## src/rtl/sdr_seq_pkg.sv

```systemverilog
package sdr_seq_pkg;

    // {cs_n, ras_n, cas_n, we_n}
    typedef enum logic [3:0] {
        CMD_MRS = 4'b0000,
        CMD_REF = 4'b0001,
        CMD_PRE = 4'b0010,
        CMD_ACT = 4'b0011,
        CMD_WR  = 4'b0100,
        CMD_RD  = 4'b0101,
        CMD_NOP = 4'b0111
    } sdr_cmd_e;

    typedef enum logic [3:0] {
        ST_PWR, ST_IPRE, ST_IREF1, ST_IREF2, ST_IMRS,
        ST_IDLE, ST_WAIT, ST_PD, ST_SR, ST_EXIT
    } seq_state_e;

endpackage

```

## src/rtl/sdr_refresh_timer.sv

```systemverilog
module sdr_refresh_timer #(
    parameter int INTERVAL = 780
) (
    input  logic clk,
    input  logic rst_n,
    input  logic ack,
    output logic due
);
    localparam int W = $clog2(INTERVAL + 1);
    localparam logic [W-1:0] LAST = W'(INTERVAL - 1);

    typedef struct packed {
        logic [W-1:0] cnt;
        logic         due;
    } tmr_t;

    tmr_t q, d;

    always_comb begin
        d = q;
        if (ack) d.due = 1'b0;
        if (q.cnt == LAST) begin
            d.cnt = '0;
            d.due = 1'b1;
        end else begin
            d.cnt = q.cnt + 1'b1;
        end
    end

    always_ff @(posedge clk) begin
        if (!rst_n) q <= '0;
        else        q <= d;
    end

    assign due = q.due;

    // a pending refresh is never dropped without being served
    assert_due_held_R8: assert property (@(posedge clk) disable iff (!rst_n)
        (due && !ack) |=> due);

endmodule

```

## src/rtl/sdr_row_table.sv

```systemverilog
module sdr_row_table #(
    parameter int BANKS = 4,
    parameter int ROW_W = 13
) (
    input  logic                            clk,
    input  logic                            rst_n,
    input  logic [$clog2(BANKS)-1:0]        sel_bank,
    input  logic                            act_en,
    input  logic [ROW_W-1:0]                act_row,
    input  logic                            close_en,
    input  logic                            close_all,
    output logic [BANKS-1:0]                row_open,
    output logic [BANKS-1:0][ROW_W-1:0]     row_addr
);
    for (genvar b = 0; b < BANKS; b++) begin : g_bank
        logic             open_d, open_q;
        logic [ROW_W-1:0] row_d, row_q;

        always_comb begin
            open_d = open_q;
            row_d  = row_q;
            if (close_all || (close_en && sel_bank == b)) open_d = 1'b0;
            if (act_en && sel_bank == b) begin
                open_d = 1'b1;
                row_d  = act_row;
            end
        end

        always_ff @(posedge clk) begin
            if (!rst_n) begin
                open_q <= 1'b0;
                row_q  <= '0;
            end else begin
                open_q <= open_d;
                row_q  <= row_d;
            end
        end

        assign row_open[b] = open_q;
        assign row_addr[b] = row_q;
    end

    assert_act_closed_R3: assert property (@(posedge clk) disable iff (!rst_n)
        act_en |-> !row_open[sel_bank]);

    assert_close_open_R5: assert property (@(posedge clk) disable iff (!rst_n)
        close_en |-> row_open[sel_bank]);

endmodule

```

## src/rtl/sdr_cmd_seq.sv

```systemverilog
module sdr_cmd_seq
    import sdr_seq_pkg::*;
#(
    parameter int BANKS        = 4,
    parameter int ROW_W        = 13,
    parameter int COL_W        = 10,
    parameter int T_RCD        = 3,
    parameter int T_RP         = 3,
    parameter int T_RC         = 9,
    parameter int T_MRD        = 2,
    parameter int CAS_LAT      = 3,
    parameter int INIT_CYCLES  = 100,
    parameter int REF_INTERVAL = 780
) (
    input  logic                       clk,
    input  logic                       rst_n,
    input  logic                       req_valid,
    output logic                       req_ready,
    input  logic                       req_write,
    input  logic                       req_auto_pre,
    input  logic [$clog2(BANKS)-1:0]   req_bank,
    input  logic [ROW_W-1:0]           req_row,
    input  logic [COL_W-1:0]           req_col,
    input  logic [1:0]                 req_mask,
    input  logic                       pd_req,
    input  logic                       sr_req,
    output logic                       init_done,
    output logic                       sd_cke,
    output logic                       sd_cs_n,
    output logic                       sd_ras_n,
    output logic                       sd_cas_n,
    output logic                       sd_we_n,
    output logic [$clog2(BANKS)-1:0]   sd_ba,
    output logic [ROW_W-1:0]           sd_addr,
    output logic [1:0]                 sd_dqm
);
    localparam int BA_W   = $clog2(BANKS);
    localparam int AP_BIT = 10;
    localparam int CNT_W  = $clog2(INIT_CYCLES + T_RC + CAS_LAT + T_RP + 2);

    typedef struct packed {
        seq_state_e        st;
        seq_state_e        ret;
        logic [CNT_W-1:0]  cnt;
        logic [CNT_W-1:0]  rc;
        sdr_cmd_e          cmd;
        logic              cke;
        logic [BA_W-1:0]   ba;
        logic [ROW_W-1:0]  addr;
        logic [1:0]        dqm;
        logic              done;
    } seq_t;

    seq_t q, d;

    logic                        act_en, close_en, close_all, ref_ack, ref_due;
    logic [BANKS-1:0]            row_open;
    logic [BANKS-1:0][ROW_W-1:0] row_addr;
    logic                        any_open, hit;

    sdr_refresh_timer #(.INTERVAL(REF_INTERVAL)) u_timer (
        .clk(clk), .rst_n(rst_n), .ack(ref_ack), .due(ref_due)
    );

    sdr_row_table #(.BANKS(BANKS), .ROW_W(ROW_W)) u_rows (
        .clk(clk), .rst_n(rst_n), .sel_bank(req_bank), .act_en(act_en),
        .act_row(req_row), .close_en(close_en), .close_all(close_all),
        .row_open(row_open), .row_addr(row_addr)
    );

    function automatic seq_t to_wait(seq_t s, int cycles, seq_state_e back);
        s.st  = ST_WAIT;
        s.cnt = CNT_W'(cycles - 1);
        s.ret = back;
        return s;
    endfunction

    assign any_open = |row_open;
    assign hit      = row_open[req_bank] && (row_addr[req_bank] == req_row);

    always_comb begin
        d         = q;
        d.cmd     = CMD_NOP;
        d.rc      = (q.rc != '0) ? q.rc - 1'b1 : q.rc;
        act_en    = 1'b0;
        close_en  = 1'b0;
        close_all = 1'b0;
        ref_ack   = 1'b0;
        req_ready = 1'b0;
        unique case (q.st)
            ST_PWR: begin
                d.cke = 1'b1;
                if (q.cnt == '0) d.st = ST_IPRE;
                else             d.cnt = q.cnt - 1'b1;
            end
            ST_IPRE: begin
                d.cmd  = CMD_PRE;
                d.addr = '0;
                d.addr[AP_BIT] = 1'b1;
                d = to_wait(d, T_RP, ST_IREF1);
            end
            ST_IREF1: begin
                d.cmd = CMD_REF;
                d = to_wait(d, T_RC, ST_IREF2);
            end
            ST_IREF2: begin
                d.cmd = CMD_REF;
                d = to_wait(d, T_RC, ST_IMRS);
            end
            ST_IMRS: begin
                d.cmd  = CMD_MRS;
                d.ba   = '0;
                d.addr = '0;
                d.addr[6:4] = 3'(CAS_LAT);
                d.done = 1'b1;
                d = to_wait(d, T_MRD, ST_IDLE);
            end
            ST_IDLE: begin
                if (ref_due || sr_req) begin
                    if (any_open) begin
                        d.cmd  = CMD_PRE;
                        d.addr = '0;
                        d.addr[AP_BIT] = 1'b1;
                        close_all = 1'b1;
                        d = to_wait(d, T_RP, ST_IDLE);
                    end else if (q.rc == '0) begin
                        d.cmd   = CMD_REF;
                        ref_ack = 1'b1;
                        if (ref_due) begin
                            d = to_wait(d, T_RC, ST_IDLE);
                        end else begin
                            d.cke = 1'b0;
                            d.st  = ST_SR;
                        end
                    end
                end else if (req_valid) begin
                    d.ba = req_bank;
                    if (hit) begin
                        req_ready = 1'b1;
                        d.cmd  = req_write ? CMD_WR : CMD_RD;
                        d.addr = '0;
                        d.addr[COL_W-1:0] = req_col;
                        d.addr[AP_BIT]    = req_auto_pre;
                        d.dqm  = req_mask;
                        close_en = req_auto_pre;
                        d = to_wait(d, (req_write ? 1 : CAS_LAT) + (req_auto_pre ? T_RP : 0), ST_IDLE);
                    end else if (row_open[req_bank]) begin
                        d.cmd  = CMD_PRE;
                        d.addr = '0;
                        close_en = 1'b1;
                        d = to_wait(d, T_RP, ST_IDLE);
                    end else if (q.rc == '0) begin
                        d.cmd  = CMD_ACT;
                        d.addr = req_row;
                        d.rc   = CNT_W'(T_RC - 1);
                        act_en = 1'b1;
                        d = to_wait(d, T_RCD, ST_IDLE);
                    end
                end else if (pd_req) begin
                    d.cke = 1'b0;
                    d.st  = ST_PD;
                end
            end
            ST_WAIT: begin
                if (q.cnt == '0) d.st = q.ret;
                else             d.cnt = q.cnt - 1'b1;
            end
            ST_PD: begin
                if (!pd_req || ref_due || sr_req) begin
                    d.cke = 1'b1;
                    d.st  = ST_EXIT;
                end
            end
            ST_SR: begin
                if (!sr_req) begin
                    d.cke = 1'b1;
                    d = to_wait(d, T_RC, ST_IDLE);
                end
            end
            ST_EXIT: d.st = ST_IDLE;
            default: d.st = ST_IDLE;
        endcase
    end

    always_ff @(posedge clk) begin
        if (!rst_n) begin
            q      <= '0;
            q.st   <= ST_PWR;
            q.ret  <= ST_IDLE;
            q.cnt  <= CNT_W'(INIT_CYCLES - 1);
            q.cmd  <= CMD_NOP;
            q.dqm  <= 2'b11;
        end else begin
            q <= d;
        end
    end

    assign {sd_cs_n, sd_ras_n, sd_cas_n, sd_we_n} = q.cmd;
    assign sd_cke    = q.cke;
    assign sd_ba     = q.ba;
    assign sd_addr   = q.addr;
    assign sd_dqm    = q.dqm;
    assign init_done = q.done;

    assert_cke_lead_R10: assert property (@(posedge clk) disable iff (!rst_n)
        (q.cmd != CMD_NOP) |-> $past(sd_cke));

    assert_low_cke_quiet_R11: assert property (@(posedge clk) disable iff (!rst_n)
        (!sd_cke && q.cmd != CMD_NOP) |-> (q.cmd == CMD_REF && $past(sd_cke)));

    assert_ref_all_closed_R8: assert property (@(posedge clk) disable iff (!rst_n)
        (q.cmd == CMD_REF || q.cmd == CMD_MRS) |-> (row_open == '0));

    assert_ready_issues_R12: assert property (@(posedge clk) disable iff (!rst_n)
        req_ready |=> (q.cmd == CMD_RD || q.cmd == CMD_WR));

endmodule

```

## config.mk

```make
export PLATFORM = sky130hd
export DESIGN_NAME = sdr_cmd_seq
export DESIGN_NICKNAME = d
export VERILOG_FILES = /design/src/rtl/sdr_seq_pkg.sv /design/src/rtl/sdr_refresh_timer.sv /design/src/rtl/sdr_row_table.sv /design/src/rtl/sdr_cmd_seq.sv
export SDC_FILE = /design/constraint.sdc
export NUM_CORES = 1
export LEC_CHECK = 0
export ABC_CLOCK_PERIOD_IN_PS = 5250
export CAP_MARGIN = 25
export CELL_PAD_IN_SITES_DETAIL_PLACEMENT = 2
export CELL_PAD_IN_SITES_GLOBAL_PLACEMENT = 2
export CORE_UTILIZATION = 25
export CTS_BUF_LIST = sky130_fd_sc_hd__clkbuf_16
export CTS_CLUSTER_SIZE = 12
export DETAILED_ROUTE_END_ITERATION = 12
export DONT_BUFFER_PORTS = 1
export PLACE_DENSITY = 0.58
export SLEW_MARGIN = 25
export SYNTH_ARGS = -nofsm -noshare
export SYNTH_HDL_FRONTEND = slang
export SYNTH_HIERARCHICAL = 1
export SYNTH_SLANG_ARGS = --single-unit
```

## constraint.sdc

```tcl
create_clock -name clk -period 5.25 [get_ports clk]
set_input_delay 0.525 -clock clk [delete_from_list [all_inputs] [get_ports clk]]
set_output_delay 0.525 -clock clk [all_outputs]
set_load 0.05 [all_outputs]
```

# After elaboration in Yosys (flattened, before gate mapping)
# Cells that the tools add are included.
[totals] reg_bits=112 latchBits=0 ramBits=0 rom_bits=0 in_bits=34 out_inout_bits=24 wordCells=175 n_memories=0
[op_classes] addsub=5 mul=0 div_mod_pow=0 magnitude_cmp=1 n_eq_ne=32 shift=0 muxes=66 bitwise=6 n_reduce_logical=45
[op_table] cell="45-bit two-way mux" n=7
[op_table] cell="18-bit case mux with 4 select lines" n=1
[op_table] cell="11-bit case mux with 5 select lines" n=1
[op_table] cell="4-bit case mux with 6 select lines" n=2
[op_table] cell="22-bit two-way mux" n=2
[op_table] cell="7-bit case mux with 6 select lines" n=1
[op_table] cell="1-bit two-way mux" n=37
[op_table] cell="13-bit binary-select mux with 2-bit select" n=1
[op_table] cell="4-bit two-way mux" n=6
[op_table] cell="3-bit != test, second input constant" n=7
[op_table] cell="7-bit AND reduction" n=3
[op_table] cell="18-bit two-way mux" n=1
[op_table] cell="4-bit by 3-bit == test with 1-bit output, second input constant" n=4
[op_table] cell="7-bit logical NOT" n=2
[op_table] cell="7-bit two-way mux" n=2
[op_table] cell="2-bit != test, second input constant" n=7
[op_table] cell="7-bit by 1-bit subtractor with 7-bit output, second input constant" n=2
[op_table] cell="13-bit == test" n=1
[op_table] cell="13-bit two-way mux" n=1
[op_table] cell="2-bit nonzero test" n=6
[op_table] cell="6-bit nonzero test" n=2
[op_table] cell="10-bit by 1-bit adder with 10-bit output, second input constant" n=1
[op_table] cell="10-bit == test, second input constant" n=1
[op_table] cell="5-bit AND reduction" n=2
[op_table] cell="29 further kinds" n=55

# Logic depth before layout (Yosys ltp)
[logic_depth] ltp_word=12 mapped_depth=11 ltp_nobuf=9

# Cells and area by module
# Netlist, hierarchy kept.
[by_module_without_submodules] module="sdr_cmd_seq" n_inst=1 cells_each=418 area_each_um2=3400.8 seq_area_each_um2=860.8
[by_module_without_submodules] module="sdr_row_table" n_inst=1 cells_each=209 area_each_um2=2122.0 seq_area_each_um2=1121.1
[by_module_without_submodules] module="sdr_refresh_timer" n_inst=1 cells_each=52 area_each_um2=486.7 seq_area_each_um2=220.2

# Worst setup path after synthesis
# OpenSTA, ideal clock, no wires.
[synth_timing] path_type="in2out" start="input req_bank[0]" end="output req_ready" t_arrival_ps=2465 required_ps=4725 slack_ps=2260 stages=8 n_path_buf=2 cell_sequence="buf_6 buf_12 mux4_2 xnor2_2 nand3_2 nor4_4 nand2_1 inv_1"
[synth_via] elab_chain_len=8 elab_cells_between_ends=10 classes_between="1 x eq/ne; 8 x mux; 1 x reduce/logical"
[synth_lines] item="from (decl)" line="sdr_cmd_seq.sv:21" text="input logic [$clog2(BANKS)-1:0] req_bank,"
[synth_lines] item="13-bit binary-select mux with 2-bit select" line="sdr_cmd_seq.sv:79" text="assign hit = row_open[req_bank] && (row_addr[req_bank] == req_row);"
[synth_lines] item="13-bit two-way mux (implied by the code)" line="sdr_cmd_seq.sv:79"
[synth_lines] item="13-bit == test" line="sdr_cmd_seq.sv:79"
[synth_lines] item="1-bit logical AND (*)" line="sdr_cmd_seq.sv:79"
[synth_lines] item="1-bit two-way mux (*)" line="sdr_cmd_seq.sv:138" text="if (hit) begin"
[synth_lines] item="1-bit two-way mux (*)" line="sdr_cmd_seq.sv:136" text="end else if (req_valid) begin"
[synth_lines] item="1-bit two-way mux (*)" line="sdr_cmd_seq.sv:119" text="if (ref_due || sr_req) begin"
[synth_lines] item="1-bit two-way mux (*)" line="sdr_cmd_seq.sv:90" text="unique case (q.st)"
[synth_lines] item="to (decl)" line="sdr_cmd_seq.sv:18" text="output logic req_ready,"
# Every way passes the cells marked *; elsewhere a longest branch is shown, timed or not. The select of a mux whose other input is x is not followed.

# Worst setup path after layout
[layout_timing] start="register q[41] in the netlist's numbering" end="output req_ready"
[layout_via] elab_chain_len=2
[layout_lines] item="from (decl)" line="sdr_cmd_seq.sv:54" text="seq_t q, d;"
[layout_lines] item="4-bit by 3-bit == test with 1-bit output" line="sdr_cmd_seq.sv:90"
[layout_lines] item="1-bit two-way mux" line="sdr_cmd_seq.sv:90"
# Every way passes these cells.

==> run_results.csv <==
group,metric,value,unit
run_status,run_status,"finished clean",
sta,worst_clock_skew,17.31,ps
setup_path,critical_path_peak_fanout,23,
power,switchingPower,902.6,µW
clock_tree,clock_latency,370,ps
layout,mostFrequentLayoutCells,"110 x sky130_fd_sc_hd__dfxtp_1, 95 x sky130_fd_sc_hd__nand2_1, 55 x sky130_fd_sc_hd__mux2i_1, 41 x sky130_fd_sc_hd__a21oi_1, 35 x sky130_fd_sc_hd__nor2_1",
synth,yosys_most_used_dff,"sky130_fd_sc_hd__dfxtp_1",
clock_tree,post-cts-setup-buffers,0,
die,num_rows,56,
die,start_util,25.53,%
synth,synth_edf_count,0,
worst_hold_path,hold_path_depth,1,
routing,drc,0,
setup_path,list_of_cells_traversed_by_the_critical_path,"nor4bb_1, buf_4, nand3_1, nor2b_1, nand2_1, inv_1",
clock_tree,cts-resized-gates,0,
layout,num-nets-final,675,
synth,syn_nets,721,
setup_path,critical_path.top_delay_family,"simple AND/OR/NAND/NOR gates",
layout,synthToLayoutAreaGrowth,6.579,%
sta,finalSetupTns,0,ps
synth,ys_ff_latch,110,
clock_tree,clkSlewWorstSetupHoldPaths,90,ps
routing,topRoutingLayerUsed,"met4",
clock_tree,number_of_clock_sinks,110,
placed_design,hpwl,13800,µm
clock_tree,tritoncts,"built",
setup_path,cp_num_cells,6,
power,comb_power_share,26.1,%
sta,final_report_hold_violation_count,0,
sta,worst_slew_margin_relative_to_its_limit,39.53,%
synth,ys_warn_count,6,
clock_tree,clk_path_buf_depth,2,
synth,synth.yosys.seq_area_share,36.64,%
power,switching_share,37.56,%
sta,rsz0062_at_grt,"false",
layout,final_util,27.21,%
power,power.share.sequential,43.5,%
global_routing,grt_start_max_net_pins,120,
routing,remaining_antenna_violation_count_after_routing,0,
die,core_area,23540,µm²
global_routing,number_of_global_route_vias_before_repair,5207,
setup_path,regToRegEndpoint,"u_rows/g_bank[0].row_q[4]",
placed_design,gpl_wtd_cong,0.7623,
setup_path,cp.buffers_inverters,2,
setup_path,critical_path.endpoint_type,"primary output",
routing,drt_first_pass_iters,4,
setup_path,worst_setup_startpoint,"q[41]",
routing,wl_met2,9664,µm
worst_hold_path,launch_point_of_the_worst_hold_path,"rst_n",
power,internal_power_contribution,1501,µW
routing,final_wirelength,19220,µm
die,die_height,157.0,µm
routing,wl_per_cell,20.08,µm
placed_design,place_area,6051,µm²
setup_path,critPathLaunchType,"register",
die,floorplan.io_pins,58,
power,cellLeakagePower,0.002504,µW
layout,fin_area,6405,µm²
sta,period_needed,3625,ps
power,p_per_area,375.2,nW/µm²
synth,synth.distinct_cells,72,
setup_path,setup.worst_path.class,"reg -> out",
sta,tightestPinTransition,899.4,ps
synth,synthCells,679,
global_routing,antenna_found_initial,0,
layout,drive_above_1_share,8.621,%
setup_path,worst_r2r_startpoint,"q[23]",
synth,fraction_of_registers_with_async_set_reset,0,%
routing,met1_length,8687,µm
setup_path,cpPeakStageDelay,800,ps
clock_tree,ctsHoldBuffers,0,
synth,synth_top_area_share,36.64,%
setup_path,regToRegSetupSlack,1860,ps
synth,synth.top_cells.by_area,"sky130_fd_sc_hd__dfxtp_1 37%, sky130_fd_sc_hd__mux2i_1 9.2%, sky130_fd_sc_hd__nand2_1 5.9%",
setup_path,cp_data_arrival_time,3100,ps
synth,post_synth.cell_area_avg,8.851,µm²
layout,final_common_cell,"sky130_fd_sc_hd__dfxtp_1",
power,clockPowerShare,30.4,%
clock_tree,cts_inserted_buffers,9,
worst_hold_path,min-delay-path-class,"in -> reg",
setup_path,critical_path_required,4720,ps
run,drv_cap,0,
routing,route.vias.total,4857,
synth,post_synth_instance_area,6010,µm²
routing,met3WireLength,531,µm
die,floorplan.die_area,24660,µm²
sta,setup-violations-final,0,
clock_tree,ctsRootBufferMaster,"sky130_fd_sc_hd__clkbuf_16",
global_routing,grt_first_pass_wirelength,29880,µm
routing,first_iter_violations,171,
setup_path,timing.critical_path.slowest_stage_cell,"sky130_fd_sc_hd__dfxtp_1",
sta,layout_worst_path_cycle_share,69.05,%
layout,n_antenna_cell,0,
global_routing,grt_use_total,15.99,%
sta,fmaxAchievable,275.9,MHz
global_routing,grt-ovfl-total,0,
synth,synth.largest_area_cell,"sky130_fd_sc_hd__dfxtp_1",
die,die_w,157.0,µm
routing,vias_per_cell,5.075,
layout,fill_cells,2690,
placed_design,io_buffer_count,0,
clock_tree,h-tree-depth,3,
sta,slew_viol_final,0,
setup_path,worstRegToRegCells,8,
worst_hold_path,hold-path-endpoint,"q[37]",
power,max_rail_drop_vdd,0.2010,mV
==> worst max-delay path by stage <==
| stage | to |
|---|---|
| 3_5_place_dp | u_rows/g_bank[3].open_q |
| 3_3_place_gp | u_rows/g_bank[1].open_q |
| 5_1_grt | req_ready |
| 6_report | req_ready |
| 2_1_floorplan | req_ready |
| 4_1_cts | req_ready |
==> power groups by stage <==
stage | Sequential (µW) | Clock [µW] | Combinational, µW
floorplan | 997 | 0 | 538
global placement | 1060 | 0 | 610
detailed placement | 1070 | 0 | 630
CTS | 1050 | 757 | 633
global route | 1060 | 784 | 705
finish | 1050 | 731 | 626
==> logic make-up (layout without fill, tap and decap cells) <==
kind of cell             Yosys count  in the layout  share of synthesized area, %
multiplexers                      70             70                         14.66
AND/OR/NAND/NOR                  251            251                         21.32
flip-flops                       110            110                         36.64
AO/OA/AOI/OAI                    126            126                         13.37
buffers and inverters             85             44                         7.932
adder cells (fa/ha/maj)            9              9                         1.832
other                              1              1                       0.06240
XOR/XNOR                          27             27                         4.185
==> synth_stat cells (3+ instances only) <==
library cell,instances
sky130_fd_sc_hd__o31ai_1,4
sky130_fd_sc_hd__and3_1,7
sky130_fd_sc_hd__xor2_1,3
sky130_fd_sc_hd__clkbuf_1,26
sky130_fd_sc_hd__o22ai_1,4
sky130_fd_sc_hd__o21ai_0,30
sky130_fd_sc_hd__a211oi_1,5
sky130_fd_sc_hd__or3_1,4
sky130_fd_sc_hd__nand3_1,32
sky130_fd_sc_hd__a32oi_1,6
sky130_fd_sc_hd__buf_6,5
sky130_fd_sc_hd__a21boi_0,4
sky130_fd_sc_hd__nor4b_1,4
sky130_fd_sc_hd__inv_1,20
sky130_fd_sc_hd__buf_4,22
sky130_fd_sc_hd__nor2b_1,10
sky130_fd_sc_hd__nand4_1,7
sky130_fd_sc_hd__nand2b_1,3
sky130_fd_sc_hd__mux4_2,13
sky130_fd_sc_hd__nand3b_1,7
sky130_fd_sc_hd__and2_1,10
sky130_fd_sc_hd__nand2_1,95
sky130_fd_sc_hd__o21a_1,3
sky130_fd_sc_hd__a21oi_1,41
sky130_fd_sc_hd__xnor2_1,22
sky130_fd_sc_hd__mux2i_1,55
sky130_fd_sc_hd__nor2_1,35
sky130_fd_sc_hd__dfxtp_1,110
sky130_fd_sc_hd__ha_1,8
sky130_fd_sc_hd__nor4_1,7
sky130_fd_sc_hd__a31oi_1,4
sky130_fd_sc_hd__o31a_1,3
sky130_fd_sc_hd__buf_2,8
sky130_fd_sc_hd__nor3b_1,6
sky130_fd_sc_hd__o211ai_1,4
sky130_fd_sc_hd__nor3_1,7
==> through the flow <==
step / cells / worst slack [ps] / power (µW) / hold slack, ps
2_1_floorplan: 679 / 2260 / 1536 / 435.3
3_3_place_gp: 938 / 1795 / 1673 / 443.2
3_5_place_dp: 938 / 1626 / 1697 / 458.8
4_1_cts: 954 / 1571 / 2438 / 251.1
5_1_grt: 957 / 1338 / 2550 / 286.0
6_report: 957 / 1625 / 2403 / 296.9
==> worst register-to-register path, cell delays in order (launching register included) <==
cell,delay (ps)
sky130_fd_sc_hd__dfxtp_1,320
sky130_fd_sc_hd__inv_1,100
sky130_fd_sc_hd__ha_1,180
sky130_fd_sc_hd__or4b_1,500
sky130_fd_sc_hd__nor3_2,290
sky130_fd_sc_hd__inv_1,280
sky130_fd_sc_hd__nor3_1,560
sky130_fd_sc_hd__or3b_2,800
sky130_fd_sc_hd__mux2i_1,230
==> cell type report <==
| class | count | area [µm²] | area share [%] |
|---|---|---|---|
| Multi-Input combinational cell | 484 | 3342 | 52.18 |
| Sequential cell | 110 | 2202 | 34.38 |
| Tap cell | 319 | 399.1 | 6.232 |
| Clock buffer | 9 | 225.2 | 3.516 |
| Clock inverter | 7 | 92.59 | 1.446 |
| Inverter | 20 | 75.07 | 1.172 |
| Timing Repair Buffer | 8 | 68.82 | 1.074 |
==> state kept, by name, indices dropped and copies added, names as in the netlist <==
name and count:
init_done 1, q 21, sd_addr 13, sd_ba 2
sd_cas_n 1, sd_cke 1, sd_dqm 2, sd_ras_n 1
sd_we_n 1, u_rows/g_bank.open_q 4, u_rows/g_bank.row_q 52, u_timer/due 1
u_timer/q 10
==> metal layers <==
layer | track usage, % | up-vias
li1 | - | 2299
met1 | 19.20 | 2492
met2 | 28.76 | 46
met3 | 2.616 | 20
met4 | 5.363 | 0
met5 | 0 | -
Power figures use the tool's default switching activity.
